`src/rtl/irq_pkg.sv`:
```
// Package irq_pkg
// Shared field positions and widths of the interrupt pin controller's
// status/control register. Assumes an 8-bit register view.
package irq_pkg;
    localparam int REG_W    = 8;
    localparam int F_MODE   = 0;   // 1 = edge and level, 0 = edge only
    localparam int F_MASK   = 1;   // 1 = request kept from the CPU
    localparam int F_ACK    = 2;   // write 1 to acknowledge, reads 0
    localparam int F_PEND   = 3;   // pending request, read only
    localparam int F_LEVEL  = 4;   // synchronized pin level, read only
endpackage

```
`src/rtl/irq_pin_sync.sv`:
```
// Module irq_pin_sync
// Brings the asynchronous pin into the clock domain through STAGES flops
// and flags a falling edge of the synchronized level (1 then 0).
// Assumes STAGES >= 2. The chain keeps sampling during reset, so the level
// is settled by the time reset is released (reset held > STAGES cycles).
module irq_pin_sync #(
    parameter int STAGES = 2
) (
    input  logic clk,
    input  logic pin_n,
    output logic level,
    output logic fall
);
    localparam int TOP = STAGES - 1;

    logic [TOP:0] chain;
    logic         prev;

    // shift the raw pin through the synchronizer chain
    always_ff @(posedge clk) begin
        chain <= {chain[TOP-1:0], pin_n};
    end

    // remember the previous synchronized level for edge detection
    always_ff @(posedge clk) begin
        prev <= chain[TOP];
    end

    // decode the synchronized level and the falling edge
    always_comb begin
        level = chain[TOP];
        fall  = prev & ~chain[TOP];
    end
endmodule

```
`src/rtl/irq_req_latch.sv`:
```
// Module irq_req_latch
// Holds the interrupt request. A falling edge sets it and always wins.
// In edge style an acknowledge clears it at once. In level style it clears
// once an acknowledge has been seen and the pin is high, in either order.
// Assumes ack is a single-cycle pulse per acknowledge.
module irq_req_latch (
    input  logic clk,
    input  logic rst_n,
    input  logic fall,
    input  logic ack,
    input  logic level_mode,
    input  logic pin_high,
    output logic pend
);
    logic ack_seen;
    logic ack_any;

    // combine a fresh acknowledge with a remembered one
    always_comb begin
        ack_any = ack | ack_seen;
    end

    // update the request and the remembered acknowledge
    always_ff @(posedge clk) begin
        if (!rst_n) begin
            pend     <= 1'b0;
            ack_seen <= 1'b0;
        end else if (fall) begin
            pend     <= 1'b1;
            ack_seen <= 1'b0;
        end else if (pend) begin
            if (!level_mode) begin
                if (ack) begin
                    pend <= 1'b0;
                end
                ack_seen <= 1'b0;
            end else if (ack_any && pin_high) begin
                pend     <= 1'b0;
                ack_seen <= 1'b0;
            end else begin
                ack_seen <= ack_any;
            end
        end else begin
            ack_seen <= 1'b0;
        end
    end
endmodule

```
`src/rtl/irq_ctrl_regs.sv`:
```
// Module irq_ctrl_regs
// Status/control register: mode and mask bits, the write-one acknowledge
// strobe, the read view, and the registered CPU request.
// Assumes the write data is valid in the cycle reg_wr is high.
module irq_ctrl_regs
    import irq_pkg::*;
(
    input  logic             clk,
    input  logic             rst_n,
    input  logic             reg_wr,
    input  logic [REG_W-1:0] reg_wdata,
    input  logic             pend,
    input  logic             pin_level,
    output logic [REG_W-1:0] reg_rdata,
    output logic             level_mode,
    output logic             mask,
    output logic             ack_sw,
    output logic             cpu_irq
);
    // hold the writable control bits
    always_ff @(posedge clk) begin
        if (!rst_n) begin
            level_mode <= 1'b0;
            mask       <= 1'b0;
        end else if (reg_wr) begin
            level_mode <= reg_wdata[F_MODE];
            mask       <= reg_wdata[F_MASK];
        end
    end

    // register the gated request toward the CPU
    always_ff @(posedge clk) begin
        if (!rst_n) begin
            cpu_irq <= 1'b0;
        end else begin
            cpu_irq <= pend & ~mask;
        end
    end

    // form the acknowledge strobe and the read view
    always_comb begin
        ack_sw           = reg_wr & reg_wdata[F_ACK];
        reg_rdata        = '0;
        reg_rdata[F_MODE]  = level_mode;
        reg_rdata[F_MASK]  = mask;
        reg_rdata[F_PEND]  = pend;
        reg_rdata[F_LEVEL] = pin_level;
    end
endmodule

```
`src/rtl/ext_irq_ctrl.sv`:
```
// Module ext_irq_ctrl
// Top of the external interrupt pin controller: synchronizer and edge
// detector, request latch, and status/control register.
// Assumes one clock domain and rst_n held for more than SYNC_STAGES cycles.
module ext_irq_ctrl
    import irq_pkg::*;
#(
    parameter int SYNC_STAGES = 2
) (
    input  logic             clk,
    input  logic             rst_n,
    input  logic             irq_pin_n,
    input  logic             reg_wr,
    input  logic [REG_W-1:0] reg_wdata,
    output logic [REG_W-1:0] reg_rdata,
    input  logic             vec_ack,
    output logic             cpu_irq
);
    logic pin_level;
    logic edge_fall;
    logic pend;
    logic level_mode;
    logic mask;
    logic ack_sw;
    logic ack_all;

    // merge both acknowledge sources
    always_comb begin
        ack_all = vec_ack | ack_sw;
    end

    irq_pin_sync #(.STAGES(SYNC_STAGES)) u_sync (
        .clk   (clk),
        .pin_n (irq_pin_n),
        .level (pin_level),
        .fall  (edge_fall)
    );

    irq_req_latch u_latch (
        .clk        (clk),
        .rst_n      (rst_n),
        .fall       (edge_fall),
        .ack        (ack_all),
        .level_mode (level_mode),
        .pin_high   (pin_level),
        .pend       (pend)
    );

    irq_ctrl_regs u_regs (
        .clk        (clk),
        .rst_n      (rst_n),
        .reg_wr     (reg_wr),
        .reg_wdata  (reg_wdata),
        .pend       (pend),
        .pin_level  (pin_level),
        .reg_rdata  (reg_rdata),
        .level_mode (level_mode),
        .mask       (mask),
        .ack_sw     (ack_sw),
        .cpu_irq    (cpu_irq)
    );
endmodule

```
`config.mk`:
```
export PLATFORM = sky130hd
export DESIGN_NAME = ext_irq_ctrl
export DESIGN_NICKNAME = d
export VERILOG_FILES = /design/src/rtl/irq_pkg.sv /design/src/rtl/irq_pin_sync.sv /design/src/rtl/irq_req_latch.sv /design/src/rtl/irq_ctrl_regs.sv /design/src/rtl/ext_irq_ctrl.sv
export SDC_FILE = /design/constraint.sdc
export NUM_CORES = 1
export LEC_CHECK = 0
export ABC_AREA = 1
export BUFFER_PORTS_ARGS = -buffer_cell sky130_fd_sc_hd__buf_2
export CAP_MARGIN = 20
export CORE_AREA = 10 10 47 49
export CTS_BUF_LIST = sky130_fd_sc_hd__clkbuf_4
export DETAILED_ROUTE_END_ITERATION = 8
export DIE_AREA = 0 0 57 59
export PLACE_DENSITY_LB_ADDON = 0.25
export SLEW_MARGIN = 0
export SYNTH_ARGS = -nofsm -noshare
export SYNTH_HDL_FRONTEND = slang
export SYNTH_HIERARCHICAL = 1
export SYNTH_SLANG_ARGS = --single-unit
```
`constraint.sdc`:
```
create_clock -name clk -period 2 [get_ports clk]
set_input_delay 0.1 -clock clk [delete_from_list [all_inputs] [get_ports clk]]
set_output_delay 0.1 -clock clk [all_outputs]
set_load 0.02 [all_outputs]
```
==> impl_results.md <==
* Max frequency at 1070 MHz
* RSZ-0062 raised after global routing: no
* Run status: completed
* Crit Path Max Fanout at 5
* Starting Density at 26.4%
* Delay-heaviest family, CP: flip-flops
* Worst Path Required at about 1.9 ns
* Max Cap Violations at 0
* Vias in the first global route at about 290
* Worst skew pair latency at 0.24 ns
* Internal at 0.000253 W
* DRC viols at 0
* Global Route Usage Sum at 4.63%
* Slew Limit Fails at 0
* Synth-to-layout area growth at 17.2%
* Cells along the critical path: buf_2
* CTS Buf Count at 3
* Comb pwr share at around 14%
* Seq pwr share at roughly half
* # diodes at 0
* Setup TNS at 0 ns
* Final min period at 0.931 ns
* Worst Slack Setup Final at 1.07 ns
* IO Pins at 22
* P per Cell Area at 774 mW/mm^2
* Crit-path max cell delay at 0.39 ns
* Number of port buffers at 12
* Crit end category: primary output
* Startpoint types: flop
* Placed inst area at 402 um^2
* Final setup violation count at 0
* Grt total ovfl at 0
* Sequential area share after synthesis at a little over two fifths
* Initial DRT Pass Iterations at 4
* Place WS at 1.13 ns
* H-tree Lvls at 1
* Final period util at a little under half
* Estimated wirelength of the detail-placed design at around 550 um
* Largest net degree at the start of global routing at 6
* Clock sink total at 8
* Fin area at around 430 um^2
* Share of cells above drive strength 1 at 29.0%
* Full die area at 0.00336 mm^2
* First-pass GRT wire length at about 1.2 mm
* Sw power at roughly 0.000083 W
* Clock Power Share at 34.5%
* Unique masters post-synth at 10
* CTS clk-pin slew, worst paths at 0.05 ns
* Cts repair resizes at 0
* Syn Inst Count at 51
* Fill count at 164
* Final hold vios at 0
* Die H at 59 um
* Final Net Count at 77
* Vias at between 200 and 300
* Yosys warns at 6
* Width of the chip at approximately 57 um
* Skew final at 0.000901 ns
* Buf/Inv on CP at 1
* Post-Route WL at 663 um
* Average size of a mapped cell at 7.26 um^2
* Yosys reg bits at 8
* Std-Cell Core Area at about 0.0014 mm^2
* CP Class: flop to primary output
* TritonCTS clock tree: yes
* CP max stage cell: dfxtp_1
* GPL Wtd Cong at 0.671
* LEAKAGE at approximately 0.25 nW
* Drt via density at 3.56
* Wire per inst at ~8.5 um
* Arrival time at the worst endpoint at 0.83 ns
* Mapped Area at around 370 um^2
* CTS max path bufs at 2
* Hold Path Class: input port to flop
* Antenna violations before repair at 0
* DRT iter0 DRCs at 2
* Root buf cell: clkbuf_4
* Post-route ant nets at 0
* Row Count at 14
* Max VDD drop at 361 uV
* Sw frac at approximately 25%
==> path summary, 6_finish.rpt <==
check                                end  depth (start not counted)  slack (ns)                     from
max                         reg_rdata[4]                          1        1.07  u_sync/chain[1]$_DFF_P_
min            u_regs/cpu_irq$_SDFF_PN0_                          3        0.12                    rst_n
max reg2reg  u_latch/ack_seen$_SDFF_PP0_                          4        1.13  u_sync/chain[1]$_DFF_P_
min reg2reg      u_sync/chain[1]$_DFF_P_                          0        0.33  u_sync/chain[0]$_DFF_P_
==> state kept, by name, indices dropped and copies added, names as in the netlist <==
signal / flops
u_latch/pend: 1
u_sync/chain: 2
u_sync/prev: 1
u_regs/cpu_irq: 1
u_latch/ack_seen: 1
u_regs/mask: 1
u_regs/level_mode: 1
==> layer usage <==
layer,part of all wire (%),track usage (%),up-vias
met1,54,5.48,110
met5,0,0,-
met2,38,5.27,11
li1,-,-,157
met3,8.1,3.22,0
met4,0,4.03,0
==> power groups by stage <==
stage	Sequential (W)	Clock (W)	Combinational (W)
2_1_floorplan	0.000176	0	0.0000418
3_3_place_gp	0.000177	0	0.0000456
3_5_place_dp	0.000177	0	0.0000460
4_1_cts	0.000173	0.000123	0.0000476
5_1_grt	0.000174	0.000135	0.0000537
6_report	0.000173	0.000116	0.0000470
==> cells in the mapped netlist (all sizes together) <==
cell type	n	area share, %
inv	13	13
nand2	11	11
buf	8	16
dfxtp	8	43
nor2	6	6.8
a21oi	2	4.7
conb	1	1.0
nand4	1	1.7
nor3b	1	2.0
==> layout by cell type, fill, tap and decap left out <==
master         instances
conb_1                 4
nor3b_1                1
inv_1                 13
nand4_1                1
nor2_1                 5
buf_2                 12
dlygate4sd3_1          1
dfxtp_1                8
nor2_2                 1
clkbuf_4               3
a21oi_2                2
nand2_1               11
==> through the flow <==
step | instances | power [W] | hold slack [ns] | util (%)
3_5_place_dp | 74 | 0.000223 | 0.206 | 28.7
3_3_place_gp | 74 | 0.000222 | 0.202 | 28.7
6_report | 78 | 0.000336 | 0.121 | 31.0
2_1_floorplan | 54 | 0.000218 | 0.128 | -
4_1_cts | 78 | 0.000344 | 0.118 | 31.0
5_1_grt | 78 | 0.000363 | 0.129 | 31.0
==> timing repair <==
action | 4_1_cts | 5_1_grt
buffers inserted | 0 | 0
hold buffers | 1 | 0
hold endpoints to repair | 1 | 0
==> layout make-up <==
cell class / instances / area (um^2) / area share (%)
Clock buffer: 3 / 22.5 / 5.19
Inverter: 13 / 48.8 / 11.2
Multi-Input combinational cell: 25 / 113 / 25.9
Sequential cell: 8 / 160 / 36.9
Tap cell: 16 / 20.0 / 4.61
Timing Repair Buffer: 13 / 70.1 / 16.1
==> kinds of logic (layout without fill, tap and decap cells) <==
| logic type | Yosys count | count (layout) | synth area share [%] |
|---|---|---|---|
| buf+inv | 21 | 29 | 29.4 |
| simple gates | 19 | 19 | 21.6 |
| flops | 8 | 8 | 43.2 |
| compound gates | 2 | 2 | 4.73 |
| other cells | 1 | 4 | 1.01 |
(Power assumes the default switching activity.)
